<file path="config.mk">
export PLATFORM = sky130hd
export DESIGN_NAME = ldpc_cnu_top
export DESIGN_NICKNAME = d
export VERILOG_FILES = /design/src/rtl/cnu_pkg.sv /design/src/rtl/cnu_half_min.sv /design/src/rtl/cnu_correct.sv /design/src/rtl/ldpc_cnu_top.sv
export SDC_FILE = /design/constraint.sdc
export NUM_CORES = 1
export LEC_CHECK = 0
export CAP_MARGIN = 25
export CORE_MARGIN = 2
export CORE_UTILIZATION = 25
export CTS_BUF_LIST = sky130_fd_sc_hd__clkbuf_4 sky130_fd_sc_hd__clkbuf_8 sky130_fd_sc_hd__clkbuf_16
export CTS_CLUSTER_DIAMETER = 50
export CTS_CLUSTER_SIZE = 25
export DETAILED_ROUTE_END_ITERATION = 8
export DONT_BUFFER_PORTS = 1
export GPL_ROUTABILITY_DRIVEN = 1
export HOLD_SLACK_MARGIN = 0.08
export PLACE_DENSITY = 0.38
export REMOVE_ABC_BUFFERS = 1
export SYNTH_ARGS = -nofsm -noshare
export SYNTH_HDL_FRONTEND = slang
export SYNTH_SLANG_ARGS = --single-unit
</file>
<file path="constraint.sdc">
create_clock -name clk -period 12.6 [get_ports clk]
set_input_delay 2.52 -clock clk [delete_from_list [all_inputs] [get_ports clk]]
set_output_delay 2.52 -clock clk [all_outputs]
set_load 0.03 [all_outputs]
</file>
<file path="src/rtl/cnu_pkg.sv">
package cnu_pkg;
    // Output controller states.
    typedef enum logic {
        ST_IDLE = 1'b0,
        ST_EMIT = 1'b1
    } cnu_state_t;

    // Width of one sign-magnitude message, given the magnitude width.
    function automatic int msg_width(input int magw);
        return magw + 1;
    endfunction
endpackage

</file>
<file path="src/rtl/cnu_half_min.sv">
// Minimum magnitude of one group of edges and the lowest index that carries it.
module cnu_half_min #(
    parameter int N     = 4,
    parameter int MAGW  = 5,
    parameter int IDXW  = 3,
    parameter int BASE  = 0
) (
    input  logic [N*MAGW-1:0] mags,
    output logic [MAGW-1:0]   min_mag,
    output logic [IDXW-1:0]   min_idx
);
    always_comb begin
        min_mag = mags[MAGW-1:0];
        min_idx = IDXW'(BASE);
        for (int j = 1; j < N; j++) begin
            // Strict compare keeps the lower index on a tie.
            if (mags[j*MAGW +: MAGW] < min_mag) begin
                min_mag = mags[j*MAGW +: MAGW];
                min_idx = IDXW'(BASE + j);
            end
        end
    end
endmodule

</file>
<file path="src/rtl/cnu_correct.sv">
// Computes max(0, m - (m>>2) - 1) with one carry-save stage and one final add.
module cnu_correct #(
    parameter int MAGW = 5
) (
    input  logic [MAGW-1:0] mag_in,
    output logic [MAGW-1:0] mag_out
);
    localparam int W = MAGW + 2;

    logic [W-1:0] term_a;
    logic [W-1:0] term_b;
    logic [W-1:0] term_c;
    logic [W-1:0] csa_sum;
    logic [W-1:0] csa_cry;
    logic [W-1:0] total;

    always_comb begin
        term_a  = {2'b00, mag_in};
        term_b  = ~({2'b00, mag_in} >> 2);   // with the +1 below, this is -(m>>2)
        term_c  = '1;                         // -1, the offset
        csa_sum = term_a ^ term_b ^ term_c;
        csa_cry = ((term_a & term_b) | (term_a & term_c) | (term_b & term_c)) << 1;
        total   = csa_sum + csa_cry + W'(1);
        mag_out = total[W-1] ? '0 : total[MAGW-1:0];
    end
endmodule

</file>
<file path="src/rtl/ldpc_cnu_top.sv">
module ldpc_cnu_top #(
    parameter int DEG  = 8,
    parameter int MAGW = 5
) (
    input  logic                             clk,
    input  logic                             rst_n,
    input  logic                             in_valid,
    input  logic [DEG*(MAGW+1)-1:0]          in_msg,
    output logic                             out_valid,
    output logic [DEG*(MAGW+1)-1:0]          out_msg
);
    import cnu_pkg::*;

    localparam int MSGW = msg_width(MAGW);
    localparam int HALF = DEG / 2;
    localparam int IDXW = (DEG > 1) ? $clog2(DEG) : 1;

    logic [DEG*MAGW-1:0] mag_vec;
    logic [DEG-1:0]      sgn_vec;
    logic                parity;

    for (genvar i = 0; i < DEG; i++) begin : g_unpack
        assign mag_vec[i*MAGW +: MAGW] = in_msg[i*MSGW +: MAGW];
        assign sgn_vec[i]              = in_msg[i*MSGW + MAGW];
    end

    assign parity = ^sgn_vec;

    // Two half searches; the second minimum comes from the losing half.
    logic [MAGW-1:0] h_min [2];
    logic [IDXW-1:0] h_idx [2];

    for (genvar h = 0; h < 2; h++) begin : g_half
        cnu_half_min #(
            .N    (HALF),
            .MAGW (MAGW),
            .IDXW (IDXW),
            .BASE (h * HALF)
        ) u_half (
            .mags    (mag_vec[h*HALF*MAGW +: HALF*MAGW]),
            .min_mag (h_min[h]),
            .min_idx (h_idx[h])
        );
    end

    logic            take_hi;
    logic [MAGW-1:0] first_min;
    logic [MAGW-1:0] second_min;
    logic [IDXW-1:0] first_idx;
    logic [MAGW-1:0] corr_first;
    logic [MAGW-1:0] corr_second;

    always_comb begin
        take_hi    = h_min[1] < h_min[0];
        first_min  = take_hi ? h_min[1] : h_min[0];
        first_idx  = take_hi ? h_idx[1] : h_idx[0];
        second_min = take_hi ? h_min[0] : h_min[1];
    end

    cnu_correct #(.MAGW(MAGW)) u_corr_first (
        .mag_in  (first_min),
        .mag_out (corr_first)
    );

    cnu_correct #(.MAGW(MAGW)) u_corr_second (
        .mag_in  (second_min),
        .mag_out (corr_second)
    );

    logic [DEG*MSGW-1:0] next_msg;

    always_comb begin
        for (int i = 0; i < DEG; i++) begin
            next_msg[i*MSGW + MAGW]  = parity ^ sgn_vec[i];
            next_msg[i*MSGW +: MAGW] = (IDXW'(i) == first_idx) ? corr_second : corr_first;
        end
    end

    // Output controller.
    cnu_state_t state_q;
    cnu_state_t state_d;

    always_comb begin
        state_d = state_q;
        unique case (state_q)
            ST_IDLE: if (in_valid)  state_d = ST_EMIT;   // T_ACCEPT
            ST_EMIT: if (!in_valid) state_d = ST_IDLE;   // T_DRAIN, else T_STREAM
            default: state_d = ST_IDLE;
        endcase
    end

    always_ff @(posedge clk) begin
        if (!rst_n) state_q <= ST_IDLE;
        else        state_q <= state_d;
    end

    always_ff @(posedge clk) begin
        if (!rst_n)        out_msg <= '0;
        else if (in_valid) out_msg <= next_msg;
    end

    assign out_valid = (state_q == ST_EMIT);
endmodule

</file>
==> flow_summary.yaml <==
cts:
  cts.clk_slew.worst_paths_ps: 60
  tritoncts: "done"
  insertion_delay_ps: 290
  cts-root-buf: "sky130_fd_sc_hd__clkbuf_16"
  cts_made_buffers: 5
  h-tree-depth: 2
  post_cts.repair.setup_buffers: 0
  largest_buffer_count_on_any_clock_path: 2
  cts_num_sinks: 49
global_routing:
  grt_pass1_wl_mm: 21.1
  initial_antenna_violation_count: 0
  grt_overflow_total: 0
  track_usage_pct: 14.5
  grt_pass1_vias: 3925
  pin_count_of_the_biggest_net_entering_global_routing: 68
setup_path:
  worstSetupStartpoint: "in_msg[2]"
  r2r-start: "out_msg[8]$_SDFFE_PN0P_"
  crit_arrival_ps: 11630
  slowest_stage: "sky130_fd_sc_hd__or4_1"
  crit_path_depth: 37
  critical_path_required_ps: 12840
  reg2reg_to: "out_msg[8]$_SDFFE_PN0P_"
  slowest_delay_ps: 750
  critical_path_buf_inv_count: 3
  critPathCaptureType: "flop"
  timing.reg2reg.worst_path_depth: 3
  critical-path-top-delay-family: "compound AO/OA/AOI/OAI gates"
  critical_path_class: "in2reg"
  critPathLaunchType: "primary input"
  timing.critical_path.mode_cell: "sky130_fd_sc_hd__ha_1"
  reg2reg_slack_ps: 11560
  crit_fanout: 14
  critical_path.endpoint: "out_msg[44]$_SDFFE_PN0P_"
synth:
  synth_seq_cells: 49
  synth.avg_cell_area_sq_um: 7.96
  post_synth_main_area_contributors: "sky130_fd_sc_hd__dfxtp_1, sky130_fd_sc_hd__ha_1, sky130_fd_sc_hd__o21ai_0"
  synthArstFlopShare_pct: 0
  yosys-top-cells-count: "sky130_fd_sc_hd__dfxtp_1, sky130_fd_sc_hd__o21ai_0, sky130_fd_sc_hd__inv_1, sky130_fd_sc_hd__nor2_1, sky130_fd_sc_hd__a21oi_1"
  synth-edff-count: 0
  syn_inst: 543
  yosysMostFrequentCell: "sky130_fd_sc_hd__dfxtp_1"
  netlist_area_sq_mm: 0.00432
  synth_top_cell_area_share_pct: 22.7
  post-synth-top-area-cell: "sky130_fd_sc_hd__dfxtp_1"
  synth.distinct_cells: 76
  synthesis.yosys.warnings: 0
  ys_seq_area_share_pct: 22.7
  dominantRegCellSynth: "sky130_fd_sc_hd__dfxtp_1"
sta:
  timing_worst_slew_pin_value_ps: 924
  timing.slew.headroom_pct: 38.1
  unrepaired_setup_endpoints_after_global_routing: "false"
  timing.final.hold_violations: 0
  min_period_ps: 11390
  max_freq_mhz: 87.8
  clock_skew_ps: 0
  fin_tns_setup_ps: 0
  post-route-period-util_pct: 90.4
  setup_viol: 0
  final_max_slew_viol_count: 0
floorplan:
  floorplan.die.width_um: 135
  placementRows: 48
  floorplan.die_area_sq_mm: 0.0183
  initial_utilization_pct: 25.2
  ios: 100
  core_sq_mm: 0.0171
  die_h_um: 135
place:
  globalplace.congestion: 0.796
  detailed_place.area_sq_mm: 0.00457
  dpl.hpwl_mm: 10.6
  buffer_ports.inserted: 0
routing:
  detailroute.via_count: 4046
  via_per_inst: 5.30
  drt-wirelength-per-cell_um: 17.8
  final_antenna_net_count: 0
  drt_first_pass_iters: 5
  drt-initial-drc-count: 237
  postRouteWirelength_mm: 13.6
  drc: 0
final_layout:
  multi_input_comb_area_sq_mm: 0.00312
  area.growth.synth_to_final_pct: 9.79
  seq_area_sq_um: 981
  final_design_area_no_fill_sq_mm: 0.00474
  fill_cells: 1904
  drive_gt1_share_pct: 8.18
  insertedDiodeCount: 0
  final_net_count: 622
job:
  max_cap_violations: 0
status:
  outcome: "completed"
min_path:
  hold_start: "out_msg[37]$_SDFFE_PN0P_"
  hp-class: "reg2reg"
logic make-up after synthesis:
family	after synthesis	synth area share, %
compound gates	199	31.9
mux	24	6.05
xor+xnor	20	4.05
buf+inv	59	5.30
flops	49	22.7
fa+ha+maj	34	10.1
simple gates	158	19.8
per-stage QoR:
stage               std cells  setup WS (ps)  hold WS [ps]  util (%)
floorplan                 521           2030           632         -
global placement          754            123           657      26.7
detailed placement        754           67.6           666      26.7
CTS                       761            361           677      27.6
global route              763            156           694      27.7
finish                    763           1210           671      27.7
metal layers:
metal  vias up  wire length, um  share of wire, %  track usage [%]
met5         -                0                 0                0
met1      1908             6310                46             19.3
met3         9              837               6.2             2.73
met2       111             6340                47             24.6
li1       2018                -                 -                -
met4         0              116              0.85             2.78
state kept, by name, summed over array words and instances (netlist names):
register,cells
out_valid,1
out_msg,48
worst reg2reg max path, cell delays in order (launching register included):
cell and delay, ps:
sky130_fd_sc_hd__dfxtp_1 530, sky130_fd_sc_hd__o21ai_0 140, sky130_fd_sc_hd__a31o_1 200, sky130_fd_sc_hd__a21oi_1 110
what timing repair did:
item / 4_1_cts / 5_1_grt
hold buffers: 0 / 0
endpoints found under the setup margin: 0 / 31
resized for setup: 0 / 3
endpoints found under the hold margin: 0 / 0
cell type report:
cell class	count	share of cell area, %
tap	225	5.94
timing repair buffer	10	1.58
multi-input combinational	435	65.8
inverter	37	2.93
sequential	49	20.7
clock buffer	7	3.09
layout by cell type, fill, tap and decap left out, drive strengths merged, types with 3 or more instances in the layout:
cell	synthesis	layout
o21ai	54	54
xor2	3	3
a2111oi	3	3
or3	3	3
ha	31	31
a211oi	14	14
mux2i	23	23
dfxtp	49	49
and2	4	4
a21boi	12	12
and3	3	3
clkbuf	16	8
nand2	31	31
nor2	38	38
a31oi	15	15
a32oi	3	3
o21bai	3	3
a22oi	3	3
nand3	18	18
a21oi	37	37
xnor2	17	17
buf	6	9
inv	37	37
nand2b	8	8
o2111ai	5	5
a311oi	3	3
o21a	6	6
nor3	10	10
and4	5	5
nor4	4	4
o211ai	8	8
a31o	6	6
o311a	3	3
nand4	7	7
nand3b	3	3
a21o	9	9
nor2b	18	18
worst min path at each step:
stage | slack [ps] | depth (start not counted) | to
after floorplan | 630 | 2 | out_msg[46]$_SDFFE_PN0P_
after global placement | 660 | 2 | out_msg[35]$_SDFFE_PN0P_
after detailed placement | 670 | 2 | out_msg[37]$_SDFFE_PN0P_
after CTS | 680 | 2 | out_msg[37]$_SDFFE_PN0P_
after global routing | 690 | 2 | out_msg[35]$_SDFFE_PN0P_
final | 670 | 2 | out_msg[37]$_SDFFE_PN0P_
Power is left out: the tool's default activity adds up to more than one toggle a clock period on the data nets, which glitch-free logic cannot reach.
